<file path="config.mk">
export PLATFORM = sky130hd
export DESIGN_NAME = lpc_txn_monitor
export DESIGN_NICKNAME = d
export VERILOG_FILES = /design/src/rtl/lpc_mon_pkg.sv /design/src/rtl/lpc_mon_frame.sv /design/src/rtl/lpc_mon_walker.sv /design/src/rtl/lpc_txn_monitor.sv
export SDC_FILE = /design/constraint.sdc
export NUM_CORES = 1
export LEC_CHECK = 0
export ABC_AREA = 1
export BUFFER_PORTS_ARGS = -buffer_cell sky130_fd_sc_hd__buf_2
export CORE_MARGIN = 3
export CORE_UTILIZATION = 55
export DETAILED_ROUTE_END_ITERATION = 10
export PLACE_DENSITY = 0.79
export SYNTH_ARGS = -nofsm -noshare
export SYNTH_HDL_FRONTEND = slang
export SYNTH_SLANG_ARGS = --single-unit
</file>
<file path="constraint.sdc">
create_clock -name clk -period 3.5 [get_ports clk]
set_input_delay 0.175 -clock clk [delete_from_list [all_inputs] [get_ports clk]]
set_output_delay 0.175 -clock clk [all_outputs]
set_load 0.02 [all_outputs]
</file>
<file path="src/rtl/lpc_mon_pkg.sv">
package lpc_mon_pkg;

    localparam int NIB_W = 4;
    localparam int VAL_W = 32;
    localparam logic [NIB_W-1:0] TARGET_FRAME = 4'b0000;
    localparam logic [NIB_W-1:0] TURN_IDLE    = 4'b1111;

    typedef enum logic [2:0] {
        FK_START = 3'd0,
        FK_CTYPE = 3'd1,
        FK_ADDR  = 3'd2,
        FK_TURN  = 3'd3,
        FK_SYNC  = 3'd4,
        FK_DATA  = 3'd5
    } fld_kind_e;

    typedef enum logic [2:0] {
        ST_IDLE,
        ST_FRAME,
        ST_ADDR,
        ST_TURN_A,
        ST_SYNC,
        ST_DATA,
        ST_TURN_B
    } walk_st_e;

    typedef enum logic [1:0] {
        SY_DONE,
        SY_WAIT,
        SY_RSVD
    } sync_cls_e;

    typedef struct packed {
        logic ok;
        logic mem;
        logic wr;
    } ctype_t;

    typedef struct packed {
        logic unstable;
        logic badtype;
        logic turn;
        logic badsync;
        logic abort;
    } warn_t;

    function automatic ctype_t decode_ctype(input logic [NIB_W-1:0] n);
        ctype_t c;
        c.ok  = ~n[3];
        c.mem = n[2];
        c.wr  = n[1];
        return c;
    endfunction

    function automatic sync_cls_e classify_sync(input logic [NIB_W-1:0] n);
        case (n)
            4'b0000, 4'b1010: return SY_DONE;
            4'b0101, 4'b0110: return SY_WAIT;
            default:          return SY_RSVD;
        endcase
    endfunction

endpackage

</file>
<file path="src/rtl/lpc_mon_frame.sv">
module lpc_mon_frame
    import lpc_mon_pkg::*;
(
    input  logic             clk,
    input  logic             rst,
    input  logic             frame_n,
    input  logic [NIB_W-1:0] bus_nib,
    output logic             frame_act,
    output logic             nib_changed
);

    logic             prev_low;
    logic [NIB_W-1:0] prev_nib;

    always_ff @(posedge clk) begin
        if (rst) begin
            prev_low <= 1'b0;
            prev_nib <= '0;
        end else begin
            prev_low <= ~frame_n;
            prev_nib <= bus_nib;
        end
    end

    assign frame_act   = ~frame_n;
    assign nib_changed = ~frame_n & prev_low & (bus_nib != prev_nib);

endmodule

</file>
<file path="src/rtl/lpc_mon_walker.sv">
module lpc_mon_walker
    import lpc_mon_pkg::*;
#(
    parameter int IO_NIBBLES  = 4,
    parameter int MEM_NIBBLES = 8,
    parameter int SYNC_CNT_W  = 8
) (
    input  logic             clk,
    input  logic             rst,
    input  logic             frame_act,
    input  logic             nib_changed,
    input  logic [NIB_W-1:0] bus_nib,
    output logic             fld_valid,
    output fld_kind_e        fld_kind,
    output logic [VAL_W-1:0] fld_value,
    output warn_t            warn
);

    localparam int CNT_W = (MEM_NIBBLES > 2) ? $clog2(MEM_NIBBLES) : 1;

    walk_st_e             st;
    logic                 is_mem;
    logic                 is_wr;
    logic [NIB_W-1:0]     start_nib;
    logic [CNT_W-1:0]     cnt;
    logic                 tidx;
    logic [SYNC_CNT_W-1:0] scnt;
    logic [VAL_W-1:0]     addr_sr;
    logic [NIB_W-1:0]     lo_nib;

    ctype_t               ct_now;
    sync_cls_e            sy_now;
    logic [CNT_W-1:0]     last_idx;
    logic [VAL_W-1:0]     addr_next;

    assign ct_now    = decode_ctype(bus_nib);
    assign sy_now    = classify_sync(bus_nib);
    assign last_idx  = is_mem ? CNT_W'(MEM_NIBBLES - 1) : CNT_W'(IO_NIBBLES - 1);
    assign addr_next = {addr_sr[VAL_W-NIB_W-1:0], bus_nib};

    always_ff @(posedge clk) begin
        if (rst) begin
            st        <= ST_IDLE;
            is_mem    <= 1'b0;
            is_wr     <= 1'b0;
            start_nib <= '0;
            cnt       <= '0;
            tidx      <= 1'b0;
            scnt      <= '0;
            addr_sr   <= '0;
            lo_nib    <= '0;
            fld_valid <= 1'b0;
            fld_kind  <= FK_START;
            fld_value <= '0;
            warn      <= '0;
        end else begin
            fld_valid <= 1'b0;
            fld_kind  <= FK_START;
            fld_value <= '0;
            warn      <= '0;
            if (frame_act) begin
                fld_valid     <= 1'b1;
                fld_value     <= VAL_W'(bus_nib);
                warn.unstable <= nib_changed;
                warn.abort    <= (st != ST_IDLE) && (st != ST_FRAME);
                start_nib     <= bus_nib;
                st            <= ST_FRAME;
            end else begin
                case (st)
                    ST_FRAME: begin
                        if (start_nib != TARGET_FRAME) begin
                            st <= ST_IDLE;
                        end else begin
                            fld_valid <= 1'b1;
                            fld_kind  <= FK_CTYPE;
                            fld_value <= VAL_W'(bus_nib);
                            if (!ct_now.ok) begin
                                warn.badtype <= 1'b1;
                                st           <= ST_IDLE;
                            end else begin
                                is_mem  <= ct_now.mem;
                                is_wr   <= ct_now.wr;
                                cnt     <= '0;
                                addr_sr <= '0;
                                st      <= ST_ADDR;
                            end
                        end
                    end
                    ST_ADDR: begin
                        addr_sr <= addr_next;
                        cnt     <= cnt + 1'b1;
                        if (cnt == last_idx) begin
                            fld_valid <= 1'b1;
                            fld_kind  <= FK_ADDR;
                            fld_value <= addr_next;
                            cnt       <= '0;
                            tidx      <= 1'b0;
                            st        <= is_wr ? ST_DATA : ST_TURN_A;
                        end
                    end
                    ST_TURN_A, ST_TURN_B: begin
                        fld_valid <= 1'b1;
                        fld_kind  <= FK_TURN;
                        fld_value <= VAL_W'({tidx, bus_nib});
                        warn.turn <= (bus_nib != TURN_IDLE);
                        tidx      <= ~tidx;
                        if (tidx) begin
                            scnt <= '0;
                            st   <= (st == ST_TURN_A) ? ST_SYNC : ST_IDLE;
                        end
                    end
                    ST_SYNC: begin
                        fld_valid <= 1'b1;
                        fld_kind  <= FK_SYNC;
                        fld_value <= VAL_W'({scnt, bus_nib});
                        if (sy_now == SY_DONE) begin
                            cnt  <= '0;
                            tidx <= 1'b0;
                            st   <= is_wr ? ST_TURN_B : ST_DATA;
                        end else begin
                            warn.badsync <= (sy_now == SY_RSVD);
                            if (scnt != '1) scnt <= scnt + 1'b1;
                        end
                    end
                    ST_DATA: begin
                        if (cnt == '0) begin
                            lo_nib <= bus_nib;
                            cnt    <= CNT_W'(1);
                        end else begin
                            fld_valid <= 1'b1;
                            fld_kind  <= FK_DATA;
                            fld_value <= VAL_W'({bus_nib, lo_nib});
                            cnt       <= '0;
                            tidx      <= 1'b0;
                            st        <= is_wr ? ST_TURN_A : ST_TURN_B;
                        end
                    end
                    default: ;
                endcase
            end
        end
    end

endmodule

</file>
<file path="src/rtl/lpc_txn_monitor.sv">
module lpc_txn_monitor
    import lpc_mon_pkg::*;
#(
    parameter int IO_NIBBLES  = 4,
    parameter int MEM_NIBBLES = 8,
    parameter int SYNC_CNT_W  = 8
) (
    input  logic        clk,
    input  logic        rst,
    input  logic        frame_n,
    input  logic [3:0]  bus_nib,
    output logic        fld_valid,
    output logic [2:0]  fld_kind,
    output logic [31:0] fld_value,
    output logic        warn_unstable,
    output logic        warn_badtype,
    output logic        warn_turn,
    output logic        warn_badsync,
    output logic        abort_seen
);

    logic      frame_act;
    logic      nib_changed;
    fld_kind_e kind_w;
    warn_t     warn_w;

    lpc_mon_frame u_frame (
        .clk        (clk),
        .rst        (rst),
        .frame_n    (frame_n),
        .bus_nib    (bus_nib),
        .frame_act  (frame_act),
        .nib_changed(nib_changed)
    );

    lpc_mon_walker #(
        .IO_NIBBLES (IO_NIBBLES),
        .MEM_NIBBLES(MEM_NIBBLES),
        .SYNC_CNT_W (SYNC_CNT_W)
    ) u_walker (
        .clk        (clk),
        .rst        (rst),
        .frame_act  (frame_act),
        .nib_changed(nib_changed),
        .bus_nib    (bus_nib),
        .fld_valid  (fld_valid),
        .fld_kind   (kind_w),
        .fld_value  (fld_value),
        .warn       (warn_w)
    );

    assign fld_kind      = kind_w;
    assign warn_unstable = warn_w.unstable;
    assign warn_badtype  = warn_w.badtype;
    assign warn_turn     = warn_w.turn;
    assign warn_badsync  = warn_w.badsync;
    assign abort_seen    = warn_w.abort;

endmodule

</file>
==> qor.csv, run 1 <==
stage,metric,value,unit
run_status,status,completed,
worst_setup_path,CP Max Fanout,16,
worst_setup_path,arrival time at the worst endpoint,2.74,ns
floorplan,DIE WIDTH,94.5,microns
worst_setup_path,Top delay family on crit path,simple AND/OR/NAND/NOR gates,
timing,clock skew,0.0111,ns
timing,final setup TNS,0,ns
detailed_routing,routed wire length,10.4,mm
cts,clk_lat worst skew,0.35,ns
detailed_routing,met3 wire len,797,microns
timing,min cycle time layout,2.45,ns
worst_hold_path,HP Start,rst,
floorplan,Core ar.,0.00741,sq mm
detailed_routing,routed length on met2,4.64,mm
floorplan,initial core utilization,58.1,%
timing,Final Hold Violating Endpoints,0,
timing,Setup Viol. Count Final,0,
final_layout,Area Growth Syn to Fin,9.82,%
global_route,vias in the first global route,3504,
global_route,first-pass GRT wire length,17.2,mm
detailed_routing,max layer used,met4,
worst_setup_path,CP endpoint kind,register,
cts,Root Buffer,clkbuf_8,
logic_synthesis,Synth Cell Area,0.00431,sq mm
timing,Slew @ Worst Pin,0.982,ns
cts,Longest Clk Path Bufs,2,
timing,Final Max Slew Viols,0,
timing,Peak Freq,409,MHz
worst_setup_path,max incr delay on CP,0.79,ns
power_and_ir_drop,PD cells,591,mW/mm^2
logic_synthesis,Syn Inst Count,553,
placement,PortBufs,47,
cts,H-tree depth,3,
worst_setup_path,worst r2r src,u_walker.st[1]$_SDFFE_PP0P_,
logic_synthesis,syn avg cell area,7.79,sq um
cts,CTS sink cnt,99,
worst_setup_path,kind of critical path,reg2reg,
logic_synthesis,post-synthesis sequential area ratio,46.0,%
power_and_ir_drop,Pleak,1.91,nW
cts,# Post-CTS Setup Buffers,0,
worst_setup_path,CP Cell Sequence,nand3_4 -> nor2_1 -> inv_1 -> a21oi_1,
worst_setup_path,crit start category,register,
timing,hold slack,0.117,ns
floorplan,die height,94.5,microns
placement,DP HPWL,7.29,mm
power_and_ir_drop,Max VDD drop,0.298,mV
final_layout,Ant. Diodes,0,
logic_synthesis,post-synth cell types,39,
timing,final worst path period share,69.9,%
timing,worst slew margin relative to its limit,34.3,%
detailed_routing,vias,3808,
timing,RSZ-0062 raised after global routing,no,
worst_hold_path,min-delay worst type,in2reg,
cts,Post-CTS Resized,0,
cts,hold_buf cts,0,
detailed_routing,ANT nets after route,0,
worst_setup_path,CP max-delay cell,nor2_1,
worst_setup_path,CP bufs+invs,1,
detailed_routing,Vias/cell,5.49,
cts,Num CTS Buffers,9,
detailed_routing,starting DRC count in detailed routing,410,
cts,CTS tree,done,
flow_run,Max Cap Viol,0,
global_route,Tot GR Track Use,24.6,%
detailed_routing,wl on met1,4.74,mm
logic_synthesis,synth warn,0,
floorplan,die footprint,0.00893,sq mm
floorplan,row cnt,31,
floorplan,Ports,48,
logic_synthesis,Mapped Nets,563,
worst_setup_path,worst setup path start,u_walker.st[1]$_SDFFE_PP0P_,
placement,gpl congestion,0.929,
final_layout,share of cells above drive strength 1,22.7,%
global_route,overflow left after global routing,0,
global_route,largest net degree at the start of global routing,43,
detailed_routing,DRC viols,0,
final_layout,NumNets Final,599,
worst_setup_path,Critical Path RT,3.79,ns
detailed_routing,first drt pass iteration count,6,
detailed_routing,WL/cell,15.0,microns
cts,clock slew at reported path FFs,0.10,ns
logic_synthesis,Yosys reg bits,99,
global_route,initial antenna violation count,0,
## metrics by stage
stage	utilization (%)	cells	area, sq um	total power (W)	setup WS [ns]
detailed placement	60.9	677	4510	0.00201	1.14
floorplan	-	553	4310	0.00192	2.12
global route	63.9	693	4730	0.00294	0.879
global placement	60.9	677	4510	0.00201	1.30
finish	63.9	693	4730	0.00280	1.05
CTS	63.9	693	4730	0.00279	1.11
## state kept, by name (all words and copies together) (netlist names), 3 cells and up
register,cells
u_walker.fld_kind,3
u_walker.st,3
u_walker.lo_nib,4
u_walker.fld_value,32
u_frame.prev_nib,4
u_walker.warn,5
u_walker.scnt,8
u_walker.start_nib,4
u_walker.cnt,3
u_walker.addr_sr,28
## final timing paths
| kind | to | slack (ns) | depth (start not counted) |
|---|---|---|---|
| min reg2reg | u_walker.fld_value[31]$_SDFF_PP0_ | 0.44 | 2 |
| min | u_walker.start_nib[1]$_SDFFE_PP0N_ | 0.12 | 4 |
| max | u_walker.fld_kind[1]$_SDFF_PP0_ | 1.05 | 4 |
| max reg2reg | u_walker.fld_kind[1]$_SDFF_PP0_ | 1.05 | 4 |
## cell families (layout without fill, tap and decap cells)
family,count (synthesis),in the layout,synth area share (%)
buf+inv,64,105,7.81
compound gates,88,88,12.7
flops,99,99,46.0
simple gates,293,293,31.4
xor+xnor,6,6,1.22
fa+ha+maj,3,3,0.871
## cells in the mapped netlist, drive strengths merged
master / n / area share, %
o21bai: 1 / 0.17
ha: 3 / 0.87
nor2: 76 / 8.1
nand3b: 1 / 0.17
o31ai: 1 / 0.17
inv: 40 / 3.8
xor2: 1 / 0.20
nand3: 30 / 4.4
clkbuf: 6 / 0.55
a22oi: 4 / 0.70
a21oi: 51 / 7.6
buf: 18 / 3.4
nand2: 167 / 16
nor4: 1 / 0.15
o21ai: 20 / 2.4
dfxtp: 99 / 46
xnor2: 5 / 1.0
nor3: 13 / 1.5
nand4: 5 / 0.73
a41oi: 1 / 0.20
o22ai: 4 / 0.58
a31oi: 6 / 0.87
## placed cells by master (no fill, tap or decap), types with 5 or more instances in the layout
| master | count |
|---|---|
| nand2_1 | 141 |
| nand2_2 | 23 |
| dfxtp_1 | 99 |
| a31oi_1 | 6 |
| nand4_1 | 5 |
| xnor2_1 | 5 |
| inv_2 | 6 |
| clkbuf_8 | 10 |
| nand3_1 | 24 |
| o21ai_0 | 18 |
| nor2_1 | 68 |
| nor3_1 | 13 |
| buf_2 | 47 |
| a21oi_2 | 19 |
| inv_1 | 30 |
| nand3_2 | 5 |
| a21oi_1 | 32 |
## power breakdown
| part | internal [W] | switching (W) |
|---|---|---|
| logic | 0.000213 | 0.000538 |
| clock network | 0.000365 | 0.000425 |
| registers | 0.00118 | 0.0000765 |
## cell type report
type | count | area [sq um]
Fill cell | 649 | 2680
Multi-Input combinational cell | 390 | 1990
Sequential cell | 99 | 1980
Timing Repair Buffer | 49 | 250
Inverter | 40 | 165
Clock buffer | 10 | 138
Tap cell | 99 | 124
Clock inverter | 6 | 82.6
## worst register-to-register path, cell delays in order, from the launching register on
cell and delay, ns:
dfxtp_1 0.65, nand3_4 0.19, nor2_1 0.79, inv_1 0.51
a21oi_1 0.24
## layer usage
metal  GRT usage (%)  up-vias
met5               0        -
met4            8.77        0
met3            4.30       16
met2            37.1      176
met1            35.3     1768
li1                -     1848
Power figures use the tool's default switching activity.
==> run 2: changes to the inputs <==
- clock period: 3.5 -> 2.4 ns (I/O delays scaled with it)
==> run 2 against run 1 <==
Compared with the run above:
- fmax grew 21%
- critical path type unchanged
- clock skew is 0.0049 ns higher
- largest power group unchanged
- combinational power up 45%
- non-clock buffer count rose by 3
- global-route usage decreased by 0.080 points
- largest cell class unchanged
- clock power rose by 31%
- final cell count increased by 0.43%
- worst hold slack better by 0.0046 ns
- sequential cell count unchanged
- clock-buffer cell count is the same
==> qor.csv, run 2 (synthesized netlist as in run 1, its figures left out) <==
stage,metric,value,unit,change
detailed_routing,Vias/cell,5.49,,about the same
timing,Setup Viol. Count Final,0,,unchanged
cts,CTS tree,done,,
cts,Root Buffer,clkbuf_8,,
worst_hold_path,min-delay worst type,in2reg,,
detailed_routing,starting DRC count in detailed routing,337,,-18%
detailed_routing,DRC viols,0,,unchanged
cts,clock slew at reported path FFs,0.10,ns,about the same
worst_setup_path,CP bufs+invs,0,,-1
worst_setup_path,Critical Path RT,2.69,ns,-1.10 ns
final_layout,Ant. Diodes,0,,unchanged
final_layout,final instance area,0.00473,sq mm,-0.11%
power_and_ir_drop,Max VDD drop,0.442,mV,+48%
timing,min cycle time layout,2.02,ns,-0.425 ns
cts,Num CTS Buffers,9,,unchanged
floorplan,Ports,48,,unchanged
timing,final worst path period share,84.2,%,+14 points
worst_setup_path,CP max-delay cell,dfxtp_1,,
cts,H-tree depth,3,,unchanged
global_route,first-pass GRT wire length,17.1,mm,-1.0%
worst_setup_path,max incr delay on CP,0.70,ns,-0.09 ns
timing,Slew @ Worst Pin,0.587,ns,-0.396 ns
final_layout,NumNets Final,602,,+0.50%
run_status,status,completed,,
timing,worst slew margin relative to its limit,60.8,%,+27 points
final_layout,Largest regs,"u_walker.fld_value (32), u_walker.addr_sr (28), u_walker.scnt (8)",,
detailed_routing,first drt pass iteration count,6,,unchanged
global_route,overflow left after global routing,0,,unchanged
global_route,vias in the first global route,3450,,-1.5%
floorplan,die height,94.5,microns,unchanged
detailed_routing,WL/cell,14.8,microns,-1.3%
placement,gpl congestion,0.934,,+0.59%
flow_run,Max Cap Viol,0,,unchanged
final_layout,fillers,662,,+2.0%
worst_setup_path,CP Depth,6,,+2
power_and_ir_drop,Pleak,1.91,nW,about the same
placement,Placed Area,0.00453,sq mm,+0.50%
timing,final setup TNS,0,ns,unchanged
worst_setup_path,CP Cell Sequence,nand3_2 -> nor2_1 -> nand2_1 -> nand3_2 -> nand2_1 -> a21oi_1,,
timing,Peak Freq,495,MHz,+21%
cts,Longest Clk Path Bufs,2,,unchanged
worst_setup_path,arrival time at the worst endpoint,2.31,ns,-0.43 ns
worst_setup_path,CP endpoint kind,register,,
cts,CTS sink cnt,99,,unchanged
cts,Post-CTS Resized,0,,unchanged
final_layout,share of cells above drive strength 1,23.1,%,+0.39 points
floorplan,row cnt,31,,unchanged
cts,clk_lat worst skew,0.37,ns,+0.02 ns
detailed_routing,ANT nets after route,0,,unchanged
placement,PortBufs,47,,unchanged
floorplan,Core ar.,0.00741,sq mm,unchanged
power_and_ir_drop,PD cells,840,mW/mm^2,+42%
worst_setup_path,crit start category,register,,
final_layout,Area Growth Syn to Fin,9.70,%,
timing,clock skew,0.0160,ns,+0.00487 ns
floorplan,initial core utilization,58.1,%,unchanged
timing,RSZ-0062 raised after global routing,no,,
worst_setup_path,CP Max Fanout,16,,unchanged
placement,DP HPWL,7.43,mm,+2.0%
final_layout,largest register by flop count,u_walker.fld_value,,
worst_setup_path,kind of critical path,reg2reg,,
global_route,Tot GR Track Use,24.5,%,-0.080 points
final_layout,max FFs per register,32,,unchanged
timing,Final Hold Violating Endpoints,0,,unchanged
floorplan,DIE WIDTH,94.5,microns,unchanged
floorplan,die footprint,0.00893,sq mm,unchanged
final_layout,most frequent cells in the layout,"nand2_1, dfxtp_1, nor2_1",,
final_layout,"most common cell after layout, fill and taps aside",nand2_1,,
timing,Final Max Slew Viols,0,,unchanged
detailed_routing,vias,3822,,+0.37%
worst_setup_path,Top delay family on crit path,simple AND/OR/NAND/NOR gates,,
cts,# Post-CTS Setup Buffers,0,,unchanged
worst_hold_path,hold depth,3,,-1
global_route,largest net degree at the start of global routing,42,,-2.3%
global_route,initial antenna violation count,0,,unchanged
worst_setup_path,Worst Reg-to-Reg Cells,6,,+2
detailed_routing,routed wire length,10.3,mm,-0.92%
cts,hold_buf cts,0,,unchanged
-- run 2: changes by cell type in the layout (fill, tap and decap cells not counted) --
cell	previous run	this run
buf_4	2	5
bufinv_16	1	0
clkinv_8	1	0
clkinvlp_4	1	2
inv_8	2	3
-- run 2: final cells by class --
class | instances | area [sq um] | share of cell area [%]
Tap cell | 99 | 124 | 2.62
Clock buffer | 10 | 138 | 2.91
Clock inverter | 6 | 55.1 | 1.16
Multi-Input combinational cell | 390 | 1990 | 42.1
Timing Repair Buffer | 52 | 273 | 5.77
Inverter | 40 | 165 | 3.49
Sequential cell | 99 | 1980 | 41.9
-- run 2: worst paths after layout --
path | start | end | slack [ns]
max | u_walker.st[2]$_SDFFE_PP0P_ | u_walker.scnt[2]$_SDFFE_PP0P_ | 0.38
min | bus_nib[3] | u_walker.fld_value[7]$_SDFF_PP0_ | 0.12
max reg2reg | u_walker.st[2]$_SDFFE_PP0P_ | u_walker.scnt[2]$_SDFFE_PP0P_ | 0.38
min reg2reg | u_frame.prev_low$_SDFF_PP0_ | u_walker.warn[4]$_SDFF_PP0_ | 0.45
-- run 2: power by group --
part,total [W],internal (W),switching [W]
logic,0.00109,0.000317,0.000776
clock network,0.00104,0.000425,0.000614
registers,0.00184,0.00172,0.000117
-- run 2: worst min-delay path: stages --
cell and delay, ns:
buf_2 0.15, nand2_1 0.10, a31oi_1 0.08
-- run 2: stage by stage --
step / hold slack [ns] / std cells / worst slack, ns / total power [W] / utilization (%)
3_3_place_gp: 0.428 / 680 / 0.594 / 0.00294 / 61.2
4_1_cts: 0.117 / 696 / 0.424 / 0.00397 / 63.8
2_1_floorplan: 0.290 / 553 / 1.02 / 0.00280 / -
3_5_place_dp: 0.434 / 680 / 0.449 / 0.00295 / 61.2
6_report: 0.121 / 696 / 0.380 / 0.00397 / 63.8
5_1_grt: 0.132 / 696 / 0.133 / 0.00417 / 63.8
-- run 2: metal layers --
metal | GRT usage [%] | vias up | routed length, microns
met5 | 0 | - | 0
met4 | 9.74 | 0 | 178
met3 | 3.98 | 16 | 773
met2 | 36.5 | 180 | 4550
met1 | 35.4 | 1767 | 4770
li1 | - | 1859 | -
==> run 3: changes to the inputs <==
- clock period: 2.4 -> 2.1 ns (I/O delays scaled with it)
==> run 3 against run 2 <==
Compared with the run above:
- power up 16%
- worst setup slack got worse by 0.11 ns
- final area rose by 0.82%
- die area is the same
- clock power increased by 17%
- largest cell class unchanged
- largest power group unchanged
- highest routed layer unchanged
==> qor.csv, run 3 (synthesized netlist as in run 1, its figures left out) <==
stage,metric,value,unit,change
power_and_ir_drop,Tot Pwr,0.00459,W,+16%
power_and_ir_drop,Comb pwr share,28.7,%,+1.2 points
worst_setup_path,CP Max Fanout,16,,unchanged
power_and_ir_drop,Flop pwr share,44.8,%,-1.5 points
global_route,initial antenna violation count,0,,unchanged
worst_setup_path,worst r2r src,u_walker.st[2]$_SDFFE_PP0P_,,
cts,CTS tree,done,,
final_layout,NumNets Final,606,,+0.66%
cts,Longest Clk Path Bufs,2,,unchanged
power_and_ir_drop,Max VDD drop,0.634,mV,+44%
cts,Post-CTS Resized,0,,unchanged
power_and_ir_drop,Switching Fraction,38.5,%,+0.58 points
floorplan,initial core utilization,58.1,%,unchanged
timing,hold slack,0.0861,ns,-0.0353 ns
timing,min cycle time layout,1.83,ns,-0.187 ns
timing,Setup Viol. Count Final,0,,unchanged
global_route,largest net degree at the start of global routing,33,,-21%
worst_hold_path,HP Start,rst,,
placement,DP HPWL,7.46,mm,+0.39%
floorplan,die footprint,0.00893,sq mm,unchanged
global_route,vias in the first global route,3560,,+3.2%
worst_hold_path,WHS Endpoint,u_walker.is_wr$_SDFFE_PP0P_,,
detailed_routing,WL/cell,15.0,microns,+1.5%
floorplan,DIE WIDTH,94.5,microns,unchanged
cts,Root Buffer,clkbuf_8,,
worst_hold_path,hold depth,2,,-1
floorplan,row cnt,31,,unchanged
worst_setup_path,CP max-delay cell,dfxtp_1,,
power_and_ir_drop,clock network power share,26.5,%,+0.3 points
timing,Final Hold Violating Endpoints,0,,unchanged
power_and_ir_drop,Internal,0.00282,W,+15%
cts,clock slew at reported path FFs,0.10,ns,about the same
worst_setup_path,kind of critical path,reg2reg,,
timing,Peak Freq,546,MHz,+10%
worst_hold_path,min-delay worst type,in2reg,,
final_layout,"most common cell after layout, fill and taps aside",nand2_1,,
detailed_routing,Vias/cell,5.38,,-2.0%
worst_setup_path,Top delay family on crit path,buffers and inverters,,
cts,# Post-CTS Setup Buffers,0,,unchanged
final_layout,largest register by flop count,u_walker.fld_value,,
worst_setup_path,CP endpoint kind,register,,
global_route,overflow left after global routing,0,,unchanged
final_layout,Ant. Diodes,0,,unchanged
timing,final setup TNS,0,ns,unchanged
global_route,Tot GR Track Use,25.1,%,+0.58 points
run_status,status,completed,,
worst_setup_path,Critical Path RT,2.39,ns,-0.30 ns
detailed_routing,vias,3766,,-1.5%
floorplan,Core ar.,0.00741,sq mm,unchanged
worst_setup_path,arrival time at the worst endpoint,2.13,ns,-0.18 ns
placement,gpl congestion,0.944,,+1.1%
cts,hold_buf cts,0,,unchanged
timing,Slew @ Worst Pin,0.524,ns,-0.0622 ns
global_route,first-pass GRT wire length,17.3,mm,+1.6%
detailed_routing,starting DRC count in detailed routing,333,,-1.2%
timing,clock skew,0.0178,ns,+0.00184 ns
timing,Final Max Slew Viols,0,,unchanged
detailed_routing,ANT nets after route,0,,unchanged
cts,Num CTS Buffers,9,,unchanged
worst_setup_path,Worst Reg-to-Reg Cells,6,,unchanged
placement,Placed Area,0.00456,sq mm,+0.66%
final_layout,max FFs per register,32,,unchanged
detailed_routing,first drt pass iteration count,5,,-1
cts,H-tree depth,3,,unchanged
final_layout,most frequent cells in the layout,"nand2_1, dfxtp_1, nor2_1",,
floorplan,die height,94.5,microns,unchanged
final_layout,share of cells above drive strength 1,23.6,%,+0.51 points
worst_setup_path,crit start category,register,,
worst_setup_path,CP bufs+invs,3,,+3
floorplan,Ports,48,,unchanged
cts,CTS sink cnt,99,,unchanged
final_layout,final instance area,0.00476,sq mm,+0.82%
final_layout,Area Growth Syn to Fin,10.6,%,
detailed_routing,DRC viols,0,,unchanged
worst_setup_path,max incr delay on CP,0.36,ns,-0.34 ns
power_and_ir_drop,Pleak,1.93,nW,+1.3%
power_and_ir_drop,PD cells,963,mW/mm^2,+15%
worst_setup_path,flop2flop setup slack,0.27,ns,-0.11 ns
placement,PortBufs,47,,unchanged
final_layout,Largest regs,"u_walker.fld_value (32), u_walker.addr_sr (28), u_walker.scnt (8)",,
flow_run,Max Cap Viol,0,,unchanged
timing,RSZ-0062 raised after global routing,no,,
detailed_routing,routed wire length,10.5,mm,+2.1%
power_and_ir_drop,Psw,0.00177,W,+17%
timing,worst slew margin relative to its limit,65.0,%,+4.2 points
timing,final worst path period share,87.3,%,+3.1 points
cts,clk_lat worst skew,0.38,ns,about the same
worst_setup_path,worst reg2reg endpoint,u_walker.fld_kind[1]$_SDFF_PP0_,,
worst_setup_path,CP Cell Sequence,buf_4 -> inv_2 -> nand3_4 -> nor2_1 -> inv_1 -> a21oi_1,,
## run 3: power by group through the flow
stage	Clock, W	Sequential [W]	Combinational [W]
6_report	0.00122	0.00206	0.00132
5_1_grt	0.00130	0.00207	0.00145
4_1_cts	0.00123	0.00205	0.00130
3_5_place_dp	0	0.00210	0.00129
3_3_place_gp	0	0.00209	0.00128
2_1_floorplan	0	0.00208	0.00112
## run 3: worst register-to-register path, delay by kind of cell (launching register included)
family / cells / cell delay [ns]
simple gates: 2 / 0.48
compound gates: 1 / 0.26
buf+inv: 3 / 0.65
flops: 1 / 0.36
## run 3: per-stage QoR
stage / setup WS (ns) / utilization, % / cells
final: 0.267 / 64.3 / 700
after global routing: 0.0940 / 64.3 / 700
after floorplan: 0.722 / - / 553
after CTS: 0.275 / 64.3 / 700
after detailed placement: 0.295 / 61.6 / 684
after global placement: 0.285 / 61.6 / 684
## run 3: worst max path at each step
stage                                 endpoint  depth (start not counted)  slack (ns)                           from
2_1_floorplan    u_walker.scnt[1]$_SDFFE_PP0P_                          8        0.72  u_walker.scnt[0]$_SDFFE_PP0P_
3_5_place_dp     u_walker.scnt[1]$_SDFFE_PP0P_                          8        0.29    u_walker.st[2]$_SDFFE_PP0P_
5_1_grt        u_walker.fld_kind[1]$_SDFF_PP0_                          6        0.09    u_walker.st[2]$_SDFFE_PP0P_
4_1_cts          u_walker.scnt[1]$_SDFFE_PP0P_                          8        0.27    u_walker.st[2]$_SDFFE_PP0P_
3_3_place_gp     u_walker.scnt[1]$_SDFFE_PP0P_                          8        0.29    u_walker.st[2]$_SDFFE_PP0P_
6_report       u_walker.fld_kind[1]$_SDFF_PP0_                          6        0.27    u_walker.st[2]$_SDFFE_PP0P_
## run 3: area by class of cell
type,count,area (sq um)
Fill cell,668,2640
Tap cell,99,124
Sequential cell,99,1980
Clock buffer,9,124
Inverter,40,165
Clock inverter,7,77.6
Multi-Input combinational cell,390,1990
Timing Repair Buffer,56,303
## run 3: per-layer routing
metal | global-route usage (%) | vias to the layer above | share of wire [%]
li1 | - | 1865 | -
met1 | 33.7 | 1750 | 45
met2 | 39.5 | 137 | 47
met3 | 6.14 | 14 | 6.5
met4 | 8.77 | 0 | 1.4
met5 | 0 | - | 0
